$ cat config.mk
export PLATFORM = sky130hd
export DESIGN_NAME = int_alu
export DESIGN_NICKNAME = d
export VERILOG_FILES = /design/src/rtl/int_alu_pkg.sv /design/src/rtl/int_alu_addsub.sv /design/src/rtl/int_alu_logic.sv /design/src/rtl/int_alu_shift.sv /design/src/rtl/int_alu.sv
export SDC_FILE = /design/constraint.sdc
export NUM_CORES = 1
export LEC_CHECK = 0
export BUFFER_PORTS_ARGS = -buffer_cell sky130_fd_sc_hd__buf_2
export CAP_MARGIN = 40
export CORE_ASPECT_RATIO = 1.5
export CORE_MARGIN = 2
export CORE_UTILIZATION = 55
export DETAILED_ROUTE_END_ITERATION = 16
export PLACE_DENSITY = 0.85
export SKIP_LAST_GASP = 1
export SYNTH_ARGS = -nofsm -noshare
export SYNTH_HDL_FRONTEND = slang
export SYNTH_SLANG_ARGS = --single-unit
$ cat constraint.sdc
create_clock -name vclk -period 7.3
set_input_delay 1.825 -clock vclk [all_inputs]
set_output_delay 1.825 -clock vclk [all_outputs]
set_load 0.01 [all_outputs]
$ cat src/rtl/int_alu_pkg.sv
package int_alu_pkg;

    localparam int XLEN = 32;
    localparam int OP_W = 4;

    typedef enum logic [OP_W-1:0] {
        OP_ADD  = 4'd0,
        OP_ADDU = 4'd1,
        OP_SUB  = 4'd2,
        OP_SUBU = 4'd3,
        OP_AND  = 4'd4,
        OP_OR   = 4'd5,
        OP_XOR  = 4'd6,
        OP_NOR  = 4'd7,
        OP_SLL  = 4'd8,
        OP_SRL  = 4'd9,
        OP_SRA  = 4'd10,
        OP_LUI  = 4'd11
    } alu_op_e;

    typedef enum logic [1:0] {
        LG_AND = 2'd0,
        LG_OR  = 2'd1,
        LG_XOR = 2'd2,
        LG_NOR = 2'd3
    } logic_fn_e;

endpackage

$ cat src/rtl/int_alu_addsub.sv
module int_alu_addsub #(
    parameter int DATA_W = int_alu_pkg::XLEN
) (
    input  logic [DATA_W-1:0] a_i,
    input  logic [DATA_W-1:0] b_i,
    input  logic              sub_i,
    input  logic              trap_en_i,
    output logic [DATA_W-1:0] sum_o,
    output logic              ovf_o
);
    localparam int MSB = DATA_W - 1;

    logic [DATA_W-1:0] b_eff_d;
    logic [DATA_W:0]   full_d;

    always_comb begin
        b_eff_d = sub_i ? ~b_i : b_i;
        full_d  = {1'b0, a_i} + {1'b0, b_eff_d} + {{DATA_W{1'b0}}, sub_i};
        sum_o   = full_d[DATA_W-1:0];
        ovf_o   = trap_en_i
                & (a_i[MSB] == b_eff_d[MSB])
                & (full_d[MSB] != a_i[MSB]);
    end

endmodule

$ cat src/rtl/int_alu_logic.sv
module int_alu_logic #(
    parameter int DATA_W = int_alu_pkg::XLEN
) (
    input  logic [DATA_W-1:0]            a_i,
    input  logic [DATA_W-1:0]            b_i,
    input  int_alu_pkg::logic_fn_e       fn_i,
    output logic [DATA_W-1:0]            y_o
);
    import int_alu_pkg::*;

    always_comb begin
        unique case (fn_i)
            LG_AND:  y_o = a_i & b_i;
            LG_OR:   y_o = a_i | b_i;
            LG_XOR:  y_o = a_i ^ b_i;
            LG_NOR:  y_o = ~(a_i | b_i);
            default: y_o = '0;
        endcase
    end

endmodule

$ cat src/rtl/int_alu_shift.sv
module int_alu_shift #(
    parameter int DATA_W = int_alu_pkg::XLEN,
    localparam int SH_W  = $clog2(DATA_W)
) (
    input  logic [DATA_W-1:0] val_i,
    input  logic [SH_W-1:0]   dist_i,
    input  logic              left_i,
    input  logic              arith_i,
    output logic [DATA_W-1:0] y_o
);
    logic [DATA_W-1:0] src_d;
    logic              fill_d;
    logic [DATA_W-1:0] stg [SH_W+1];

    // Left shifts reuse the right shifter on a bit-reversed operand.
    always_comb begin
        for (int i = 0; i < DATA_W; i++) begin
            src_d[i] = left_i ? val_i[DATA_W-1-i] : val_i[i];
        end
        fill_d = arith_i & ~left_i & val_i[DATA_W-1];
    end

    assign stg[0] = src_d;

    for (genvar s = 0; s < SH_W; s++) begin : g_stage
        localparam int STEP = 1 << s;
        assign stg[s+1] = dist_i[s]
                        ? {{STEP{fill_d}}, stg[s][DATA_W-1:STEP]}
                        : stg[s];
    end

    always_comb begin
        for (int i = 0; i < DATA_W; i++) begin
            y_o[i] = left_i ? stg[SH_W][DATA_W-1-i] : stg[SH_W][i];
        end
    end

endmodule

$ cat src/rtl/int_alu.sv
module int_alu #(
    parameter int DATA_W = int_alu_pkg::XLEN,
    localparam int SH_W  = $clog2(DATA_W),
    localparam int IMM_W = DATA_W / 2
) (
    input  logic [DATA_W-1:0]             opd_a,
    input  logic [DATA_W-1:0]             opd_b,
    input  logic [SH_W-1:0]               sh_amt,
    input  logic [int_alu_pkg::OP_W-1:0]  op_sel,
    output logic [DATA_W-1:0]             result,
    output logic                          ovf_trap
);
    import int_alu_pkg::*;

    typedef struct packed {
        logic [DATA_W-1:0] res;
        logic              ovf;
    } alu_out_t;

    alu_op_e           op_d;
    logic              sub_d;
    logic              trap_en_d;
    logic              left_d;
    logic              arith_d;
    logic_fn_e         fn_d;
    logic [DATA_W-1:0] sum_d;
    logic              add_ovf_d;
    logic [DATA_W-1:0] lg_d;
    logic [DATA_W-1:0] sh_d;
    alu_out_t          out_d;

    always_comb begin
        op_d      = alu_op_e'(op_sel);
        sub_d     = (op_d == OP_SUB) | (op_d == OP_SUBU);
        trap_en_d = (op_d == OP_ADD) | (op_d == OP_SUB);
        left_d    = (op_d == OP_SLL);
        arith_d   = (op_d == OP_SRA);
        fn_d      = logic_fn_e'(op_sel[1:0]);
    end

    int_alu_addsub #(.DATA_W(DATA_W)) u_addsub (
        .a_i       (opd_a),
        .b_i       (opd_b),
        .sub_i     (sub_d),
        .trap_en_i (trap_en_d),
        .sum_o     (sum_d),
        .ovf_o     (add_ovf_d)
    );

    int_alu_logic #(.DATA_W(DATA_W)) u_logic (
        .a_i  (opd_a),
        .b_i  (opd_b),
        .fn_i (fn_d),
        .y_o  (lg_d)
    );

    int_alu_shift #(.DATA_W(DATA_W)) u_shift (
        .val_i   (opd_b),
        .dist_i  (sh_amt),
        .left_i  (left_d),
        .arith_i (arith_d),
        .y_o     (sh_d)
    );

    always_comb begin
        out_d = '0;
        case (op_d)
            OP_ADD, OP_SUB: begin
                out_d.res = sum_d;
                out_d.ovf = add_ovf_d;
            end
            OP_ADDU, OP_SUBU:              out_d.res = sum_d;
            OP_AND, OP_OR, OP_XOR, OP_NOR: out_d.res = lg_d;
            OP_SLL, OP_SRL, OP_SRA:        out_d.res = sh_d;
            OP_LUI:                        out_d.res = {opd_b[IMM_W-1:0], {(DATA_W-IMM_W){1'b0}}};
            default:                       out_d = '0;
        endcase
    end

    assign result   = out_d.res;
    assign ovf_trap = out_d.ovf;

endmodule

# == After elaboration in Yosys (flattened, before gate mapping) ==
# Cells that the tools add are included.
# word_totals
regBits,0
input_bits,73
output_inout_bits,33
elab_cells,109
# op_classes
n_addsub,2
n_eq_ne,16
n_mux,73
n_bitwise,12
reduce_logical,6
# ops
op,n
case mux 32 bit (4 select lines),2
2-to-1 mux 32 bit,6
2-to-1 mux 1 bit,65
NOT 32 bit,2
adder 32 x 1 -> 32 bit,1
adder 32 bit,1
bitwise AND 32 bit,1
bitwise OR 32 bit,1
bitwise XOR 32 bit,1
"equality test 4 x 3 -> 1 bit, second input constant",4
"equality test 4 bit, second input constant",4
"equality test 4 x 2 -> 1 bit, second input constant",2
OR reduction 4 bit,2
bitwise AND 1 bit,4
"equality test 2 bit, second input constant",2
"equality test 4 x 1 -> 1 bit, second input constant",1
zero test 4 bit,1
OR reduction 3 bit,1
"equality test 2 x 1 -> 1 bit, second input constant",1
zero test 2 bit,1
bitwise OR 1 bit,2
OR reduction 2 bit,1
equality test 1 bit,1
!= test 1 bit,1
NOT 1 bit,1

# == Logic depth before layout (Yosys ltp) ==
# Gate-level depths: netlist of the first run.
# logic_depth
word_depth,11
ltp_mapped,16
mapped_depth_nobuf,13

# == By module ==
# Synthesis of the first run repeated with hierarchy kept, for this count alone.
# unflattened
hier_cells,1093
area_unflattened_um2,8657.1
# by_module_without_submodules
module,instances,cells_each,area_per_inst_um2,seq_area_each_um2
int_alu_shift,1,482,3723.6,0.0
int_alu_logic,1,235,2105.8,0.0
int_alu_addsub,1,275,1983.2,0.0
int_alu,1,101,844.6,0.0

# == Worst setup path after synthesis of the first run ==
# Ideal clock, no wire load.
# synth_path
path_type,input -> output
start,in op_sel[1] (netlist name)
end,out result[26]
t_arrival_ns,5.738
t_required_ns,5.475
slack_ns,-0.263
path_stages,15
n_path_buf,4
cell_sequence,clkbuf_1 -> clkbuf_1 -> and2_1 -> clkbuf_1 -> buf_1 -> xnor2_1 -> fa_1 -> a211oi_1 -> o21ai_0 -> a221oi_1 -> o31ai_1 -> a41oi_1 -> nor2_1 -> a31o_2 -> or3_1
# synth_between
elab_chain_len,11
# synth_rtl
element,line,source
start: declaration,int_alu.sv:9,"input logic [int_alu_pkg::OP_W-1:0] op_sel,"
"parallel branches: the longest is 10 deep, another holds adder 32 bit",-,
case mux 32 bit (4 select lines) *,int_alu.sv:67,case (op_d)
end: declaration,int_alu.sv:10,"output logic [DATA_W-1:0] result,"
# Mark *: on every way between the ends.

# == Worst setup path after layout of the first run ==
# layout_path
start,in op_sel[3] (netlist name)
end,out result[26]
# The elaborated chain is that of the path after synthesis.

==> results by group, run 1 <==
Global routing
  – Vias in the first global route: 8439
  – Initial antenna violation count: 1
  – Largest net degree at the start of global routing: between 60 and 70
  – Wire length of the first global-routing pass: roughly 46000 um
  – GRT Total Usage: approximately two fifths
  – Grt ovf: 0

Setup path
  – Max stage delay on crit path: just over 0.4 ns
  – CP Class: primary input to output port
  – Crit path cell chain: buf_2 -> nor2_1 -> and2_2 -> buf_12 -> xnor2_1 -> ha_1 -> a211oi_1 -> o21ai_0 -> a221oi_2 -> buf_4 -> o31ai_1 -> a41oi_1 -> nor2_1 -> a31o_2 -> or3_1 -> buf_2
  – CP required: ~5.5 ns
  – Bufs and invs on worst path: 4
  – Critical path arrival: between 5 and 6 ns
  – Max Fanout on Critical Path: 19
  – Critical Path End Type: output port
  – CP max stage cell: or3_1
  – Crit start category: primary input
  – Cell family with most CP delay: compound AO/OA/AOI/OAI gates

Routing
  – Via count: a little over 9k
  – Routed Antenna Nets: 0
  – Drc violations: 0
  – Avg WL per Cell: ~23 um
  – DRT Wirelength: 30270 um
  – 1st-iter DRT viols: roughly 1.0k
  – Via/cell ratio: approximately 7
  – Drt pass-1 iters: 6

Finish
  – Most common cell after layout, fill and taps aside: buf_2
  – # fillers: 1233
  – Register area: 0 sq um
  – # clk buffers: 0
  – Share of layout cells above drive strength 1: between 15 and 20%
  – Commonest cells after routing, fill and taps aside: buf_2 (106), nand2_1 (102), ha_1 (102)
  – Non-filler cells, final: 1301
  – Seq cells: 0
  – NumNets Final: 1317
  – # diodes: 0
  – Layout area overhead: 9.941%

Die
  – Die Ht: 147.6 um
  – Die X: roughly 100 um
  – Top-level port count: roughly 110
  – Core box area: 13470 sq um
  – Die footprint: roughly 15000 sq um
  – Initial Util: between 50% and 60%
  – Site Rows: 52

Power and ir drop
  – Worst vdd ir: 0.00005780 V
  – Power per standard cell area: roughly 90 nW/um^2
  – Final Power: 0.7513 mW
  – Leakage: 3.961 nW

Outcome
  – Status: finished clean

Flow run
  – Max-cap violations: 0

Timing
  – Worst rel slew slack: approximately 43%
  – Tmin final: approximately 7.1 ns
  – Worst slew pin tran: approximately 0.85 ns
  – Unrepaired setup endpoints after global routing: false
  – Max frequency: 0.1409 GHz
  – Final setup fails: 0
  – Setup TNS: 0 ns
  – Count of final hold-check violations: 0
  – Fin. max-slew vios: 0
  – Hold Slack: 4.180 ns
  – Fin crit share: 97.22%

Synth
  – Library cells used by synthesis: between 60 and 70
  – Synth Instances: ~1.1k
  – Ys Warns: 0
  – Synthesized area per cell: 7.076 sq um
  – Sequential area share after synthesis: 0%
  – Post-Syn Nets: about 1.2k
  – Mapped Area: ~7600 sq um

Placement
  – IO Port Bufs: roughly 110
  – Final GP Congestion: roughly 1.1
  – Final HPWL from detailed placement: about 25000 um
  – Dpl cells: 1299

Hold path
  – Hold WC Path Type: primary input to output port
## routing by layer
layer	GRT usage, %	vias to the layer above	routed length, um
li1	-	4049	-
met3	7.281	219	3259
met5	0	-	0
met2	64.39	695	13570
met1	46.67	4160	10320
met4	28.15	0	3128
## cell families (layout without fill, tap and decap cells)
group	after synthesis	after routing	share of synthesized area, %
and+or+nand+nor	259	259	15.46
adders and majority gates	103	103	17.14
muxes	117	117	21.57
buffers and inverters	177	247	9.262
AOI/OAI and AO/OA	352	352	29.51
xor gates and xnor gates	61	61	7.062
## final timing paths
kind / startpoint / endpoint / slack (ns) / cells past startpoint
min: opd_a[31] / ovf_trap / 4.18 / 5
max: op_sel[3] / result[26] / 0.20 / 16
## area by class of cell
type,count,area (sq um),area share [%]
repair buffers,144,840.8,10.11
inverters,103,386.6,4.649
multi-input cells,892,6887,82.80
well taps,162,202.7,2.437
## per-stage QoR
stage          area [sq um]  util, %  worst slack, ns
2_1_floorplan          7574        -           0.1298
3_3_place_gp           8295    61.59           0.2214
3_5_place_dp           8295    61.59           0.1035
4_1_cts                8295    61.59          0.09004
5_1_grt                8317    61.75          0.01831
6_report               8317    61.75           0.2029
## power breakdown
group / switching, mW / leakage (nW) / total [mW] / internal (mW)
combinational: 0.460 / 3.96 / 0.751 / 0.291
sequential: 0 / 0 / 0 / 0
clock: 0 / 0 / 0 / 0
## synthesized netlist by cell type (15+ instances only)
cell	instances	share of area, %
inv_1	101	5.0
o21ai_0	99	6.5
nor2_1	76	3.8
o22ai_1	18	1.5
a21o_1	15	1.5
o21ai_1	18	1.2
nor3_1	15	0.99
o211ai_1	18	1.8
nand2_1	102	5.1
mux2i_1	73	9.7
xnor2_1	47	5.4
clkbuf_1	50	2.5
ha_1	102	17
a21oi_1	74	4.9
mux4_2	36	11
buf_1	15	0.74
## timing repair
action	CTS	global route
setup endpoints to repair	0	2
hold buffers	0	0
setup buffers	0	2
gates resized for setup	0	1
Power figures use the tool's default switching activity.
==> inputs of run 2 (changes only) <==
--- a/config.mk
+++ b/config.mk
@@ -12,6 +12,7 @@
 export CORE_UTILIZATION = 55
 export DETAILED_ROUTE_END_ITERATION = 16
 export PLACE_DENSITY = 0.85
+export RECOVER_POWER = 100
 export SKIP_LAST_GASP = 1
 export SYNTH_ARGS = -nofsm -noshare
 export SYNTH_HDL_FRONTEND = slang
==> results by group, run 2 (synthesized netlist as in run 1, its figures left out) <==
Timing
  – Tmin final: 7.284 ns (+0.1869 ns)
  – Worst rel slew slack: 43.72% (+0.42 points)
  – Fin. max-slew vios: 0 (unchanged)
  – Hold Slack: 4.166 ns (-0.01427 ns)
  – Setup TNS: 0 ns (unchanged)
  – Setup ws final: 0.01593 ns (-0.1869 ns)
  – Count of final hold-check violations: 0 (unchanged)
  – Final setup fails: 0 (unchanged)
  – Max frequency: 0.1373 GHz (-2.6%)
  – Unrepaired setup endpoints after global routing: false
  – Worst slew pin tran: 0.8442 ns (-0.006239 ns)
  – Fin crit share: 99.78% (+2.6 points)

Placement
  – Dpl cells: 1299 (unchanged)
  – Placement Setup Slack: 0.1035 ns (unchanged)
  – Area after DPL: 8295 sq um (unchanged)
  – IO Port Bufs: 106 (unchanged)
  – Final GP Congestion: 1.095 (unchanged)
  – Final HPWL from detailed placement: 24520 um (unchanged)

Die
  – Die footprint: 14730 sq um (unchanged)
  – Die Ht: 147.6 um (unchanged)
  – Core box area: 13470 sq um (unchanged)
  – Initial Util: 56.17% (unchanged)
  – Top-level port count: 106 (unchanged)
  – Site Rows: 52 (unchanged)
  – Die X: 99.76 um (unchanged)

Routing
  – Met2 routed wirelength: 13570 um (about the same)
  – Drc violations: 0 (unchanged)
  – DRT Wirelength: 30310 um (+0.13%)
  – Routed Antenna Nets: 0 (unchanged)
  – Top Layer Used: met4
  – Avg WL per Cell: 23.28 um (about the same)
  – Via/cell ratio: 7.012 (about the same)
  – WL met3: 3318 um (+1.8%)
  – 1st-iter DRT viols: 1153 (+10%)
  – WL met1: 10290 um (-0.29%)
  – Via count: 9130 (+0.077%)
  – Drt pass-1 iters: 5 (-1)

Global routing
  – Grt ovf: 0 (unchanged)
  – Largest net degree at the start of global routing: 69 (unchanged)
  – Initial antenna violation count: 1 (unchanged)
  – Wire length of the first global-routing pass: 46150 um (unchanged)
  – GRT Total Usage: 39.71% (unchanged)
  – Vias in the first global route: 8439 (unchanged)

Finish
  – Seq cells: 0 (unchanged)
  – NumNets Final: 1317 (unchanged)
  – Commonest cells after routing, fill and taps aside: nand2_1 (102), ha_1 (102), inv_1 (101), o21ai_0 (101), buf_2 (94)
  – Layout area overhead: 9.527%
  – Final core occ: 61.52% (-0.23 points)
  – Non-filler cells, final: 1302 (+0.077%)
  – # clk buffers: 0 (unchanged)
  – Post-route cell area: 8285 sq um (-0.38%)
  – Register area: 0 sq um (unchanged)
  – Share of layout cells above drive strength 1: 16.59% (-1.3 points)

CTS
  – # hold bufs at CTS: 0 (unchanged)

Hold path
  – Hold path depth: 5 (unchanged)
  – Hold path endpoint: ovf_trap
  – Hold WC Path Type: primary input to output port
  – Min-delay src: opd_a[31]

Setup path
  – Max Fanout on Critical Path: 21 (+2)
  – Critical path arrival: 5.46 ns (+0.19 ns)
  – CP required: 5.48 ns (about the same)
  – Critical Path End Type: output port
  – CP Class: primary input to output port
  – Crit start category: primary input

Power and ir drop
  – Internal power: 0.2879 mW (-1.2%)
  – Clk pwr share: 0% (unchanged)
  – Switching power: 0.4600 mW (about the same)
  – Power share of the combinational group: 100.0% (about the same)
  – Leakage: 3.905 nW (-1.4%)
  – Power per standard cell area: 90.27 nW/um^2 (about the same)
  – Net Sw Frac: 61.50% (+0.30 points)
  – Sequential Power Share: 0% (unchanged)
  – Worst vdd ir: 0.00005790 V (+0.17%)
  – Final Power: 0.7479 mW (-0.45%)

Flow run
  – Max-cap violations: 0 (unchanged)

Outcome
  – Status: finished clean
run 2: changes by cell type in the layout (fill, tap and decap cells not counted), sizes merged:
cell	change
clkbuf	+15
buf	-15
diode	+1
run 2: how the worst max path moves through the flow:
stage / from / to / slack (ns)
after global placement: op_sel[3] / result[26] / 0.22
after detailed placement: op_sel[3] / result[26] / 0.10
after CTS: op_sel[3] / result[26] / 0.09
after global routing: op_sel[3] / result[26] / 0.03
after floorplan: op_sel[1] / result[26] / 0.13
final: op_sel[1] / result[23] / 0.02
run 2: power groups by stage:
stage | Clock (mW) | Sequential [mW] | Combinational, mW
after floorplan | 0 | 0 | 0.483
final | 0.00000000314 | 0 | 0.748
after global routing | 0 | 0 | 0.797
after CTS | 0 | 0 | 0.719
after detailed placement | 0 | 0 | 0.716
after global placement | 0 | 0 | 0.705
run 2: layout make-up:
type	instances	area, sq um
antenna	1	2.502
fill	1241	5182
inverter	103	386.6
multi-input combinational	892	6878
tap	162	202.7
timing repair buffer	144	815.8
run 2: repair_timing:
action	in CTS	in global routing
setup endpoints to repair	0	2
gates resized for setup	0	1
buffers inserted	0	2
run 2: metal layers:
layer  vias to the layer above  GRT usage, %
met4                         0         28.15
met1                      4160         46.67
met2                       703         64.39
li1                       4051             -
met5                         -             0
met3                       216         7.281
run 2: critical path: stages:
cell	delay, ns
buf_2	0.11
buf_4	0.20
nor4b_2	0.66
clkbuf_1	0.52
mux4_2	0.44
mux2_1	0.40
o211ai_1	0.23
a31oi_1	0.20
a221oi_1	0.45
o21ai_0	0.22
buf_2	0.19
==> inputs of run 3 (changes only) <==
--- a/config.mk
+++ b/config.mk
@@ -11,9 +11,10 @@
 export CORE_MARGIN = 2
 export CORE_UTILIZATION = 55
 export DETAILED_ROUTE_END_ITERATION = 16
-export PLACE_DENSITY = 0.85
+export PLACE_DENSITY = 0.84
 export RECOVER_POWER = 100
 export SKIP_LAST_GASP = 1
 export SYNTH_ARGS = -nofsm -noshare
 export SYNTH_HDL_FRONTEND = slang
+export SYNTH_HIERARCHICAL = 1
 export SYNTH_SLANG_ARGS = --single-unit
==> results by group, run 3 <==
Setup path
  – Critical path arrival: 5.39 ns (-0.07 ns)
  – Critical Path End Type: output port
  – CP Class: primary input to output port
  – Max Fanout on Critical Path: 32 (+52%)
  – Cell family with most CP delay: simple AND/OR/NAND/NOR gates
  – Crit start category: primary input
  – CP required: 5.48 ns (about the same)
  – Max stage delay on crit path: 0.52 ns (-0.14 ns)
  – Bufs and invs on worst path: 3 (-1)
  – Crit path cell chain: buf_2 -> nor3b_2 -> buf_12 -> xor2_1 -> ha_1 -> a21o_1 -> nor2_1 -> a2111oi_2 -> or3_2 -> nor2_2 -> o21ai_2 -> xor2_1 -> mux2i_1 -> nor2_1 -> a221o_1 -> buf_2
  – CP max stage cell: or3_2

Finish
  – Commonest cells after routing, fill and taps aside: mux2i_1 (166), buf_2 (98), ha_1 (94)
  – Share of layout cells above drive strength 1: 20.19% (+3.6 points)
  – # clk buffers: 0 (unchanged)
  – Register area: 0 sq um (unchanged)
  – Layout area overhead: 8.571%
  – NumNets Final: 1354 (+2.8%)
  – # fillers: 1505 (+21%)
  – Most common cell after layout, fill and taps aside: mux2i_1
  – # diodes: 0 (-1)
  – Seq cells: 0 (unchanged)
  – Non-filler cells, final: 1387 (+6.5%)
  – Final core occ: 60.42% (-1.1 points)

CTS
  – Post CTS Setup Buffer Count: 0 (unchanged)

Synth
  – Synth Instances: 1093 (+2.2%)
  – Synthesized area per cell: 7.920 sq um (+12%)
  – Sequential area share after synthesis: 0% (unchanged)
  – Ys Warns: 6 (+6)
  – Post-Syn Nets: 1261 (+1.3%)
  – Most frequent cells after synthesis: mux2i_1 (166), ha_1 (94), nor2_1 (82), xor2_1 (77), inv_1 (75)
  – Top cells by area, synth: mux2i_1 (19%), ha_1 (14%), xor2_1 (7.8%)
  – Top cell type's share of synthesized area: 19.19% (+2.3 points)
  – Count leader, synth: mux2i_1
  – Mapped Area: 8657 sq um (+14%)
  – Library cells used by synthesis: 93 (+39%)
  – Cell taking the most area after synthesis: mux2i_1

Timing
  – Worst rel slew slack: 38.37% (-5.3 points)
  – Worst slew pin tran: 0.9148 ns (+0.07057 ns)
  – Max frequency: 0.1387 GHz (+1.0%)
  – Final setup fails: 0 (unchanged)
  – Setup TNS: 0 ns (unchanged)
  – Tmin final: 7.212 ns (-0.07220 ns)
  – Hold Slack: 4.184 ns (+0.01793 ns)
  – Fin crit share: 98.79% (-0.99 points)
  – Fin. max-slew vios: 0 (unchanged)
  – Unrepaired setup endpoints after global routing: true
  – Count of final hold-check violations: 0 (unchanged)

Die
  – Initial Util: 55.65% (-0.51 points)
  – Top-level port count: 106 (unchanged)
  – Die footprint: 16780 sq um (+14%)
  – Die Ht: 157.7 um (+6.8%)
  – Die X: 106.4 um (+6.7%)
  – Core box area: 15550 sq um (+15%)
  – Site Rows: 56 (+7.7%)

Routing
  – Avg WL per Cell: 26.50 um (+14%)
  – DRT Wirelength: 36760 um (+21%)
  – Routed Antenna Nets: 0 (unchanged)
  – Drt pass-1 iters: 6 (+1)
  – Via count: 9605 (+5.2%)
  – Via/cell ratio: 6.925 (-1.2%)
  – Drc violations: 0 (unchanged)
  – 1st-iter DRT viols: 1071 (-7.1%)

Global routing
  – GRT Total Usage: 42.38% (+2.7 points)
  – Initial antenna violation count: 0 (-1)
  – Largest net degree at the start of global routing: 53 (-23%)
  – Wire length of the first global-routing pass: 53970 um (+17%)
  – Grt ovf: 0 (unchanged)
  – Vias in the first global route: 9266 (+9.8%)

Placement
  – Dpl cells: 1387 (+6.8%)
  – Final GP Congestion: 1.064 (-2.8%)
  – Final HPWL from detailed placement: 28690 um (+17%)
  – IO Port Bufs: 106 (unchanged)

Power and ir drop
  – Leakage: 4.692 nW (+20%)
  – Power per standard cell area: 92.47 nW/um^2 (+2.4%)
  – Final Power: 0.8691 mW (+16%)
  – Worst vdd ir: 0.00007877 V (+36%)

Hold path
  – Hold WC Path Type: primary input to output port

Flow run
  – Max-cap violations: 0 (unchanged)

Outcome
  – Status: finished clean
==> run 3: cell types whose count changed after synthesis, moves of 10 or more <==
cell       before  now
mux2i_1        73  166
xor2_1         14   77
o21ai_0        99   40
nand2_1       102   72
xnor2_1        47   17
clkbuf_1       50   24
inv_1         101   75
o2bb2ai_1       0   21
buf_2           5   24
a221o_1         2   18
o21ai_1        18    3
o211ai_1       18    4
a21oi_1        74   63
buf_1          15    5
==> run 3: timing repair <==
| action | in CTS | in global routing |
|---|---|---|
| hold buffers | 0 | 0 |
| resized for setup | 0 | 3 |
| setup endpoints to repair | 0 | 5 |
==> run 3: layer usage <==
layer	track usage [%]	share of wire, %
met1	48.28	35
met2	72.07	47
met3	4.734	9.3
met4	32.65	9.6
met5	0	0
==> run 3: path summary, 6_finish.rpt <==
path,cells after the start,from,to,slack (ns)
worst min-delay path,5,opd_a[31],ovf_trap,4.18
worst max-delay path,16,op_sel[3],result[24],0.09
==> run 3: cells by family after synthesis <==
family / Yosys count / share of synthesized area [%]
fa+ha+maj: 95 / 13.82
xor+xnor: 94 / 9.510
simple gates: 251 / 14.11
compound gates: 284 / 23.37
buf+inv: 157 / 9.814
mux: 212 / 29.38
==> run 3: stage by stage <==
| step | worst slack (ns) | area, sq um |
|---|---|---|
| after global routing | -0.0001816 | 9399 |
| after CTS | 0.01132 | 9417 |
| after detailed placement | 0.03511 | 9417 |
| after floorplan | 0.09139 | 8657 |
| after global placement | 0.1087 | 9389 |
| final | 0.08813 | 9399 |
==> run 3: where the power goes <==
group	switching [mW]	leakage, nW	internal, mW
combinational	0.527	4.69	0.342
clock	0	0	0
sequential	0	0	0
==> run 3: final cells by class <==
cell class / instances / area, sq um / area share (%)
inverters: 77 / 289.0 / 3.075
multi-input cells: 936 / 7810 / 83.09
well taps: 203 / 254.0 / 2.702
repair buffers: 171 / 1046 / 11.13
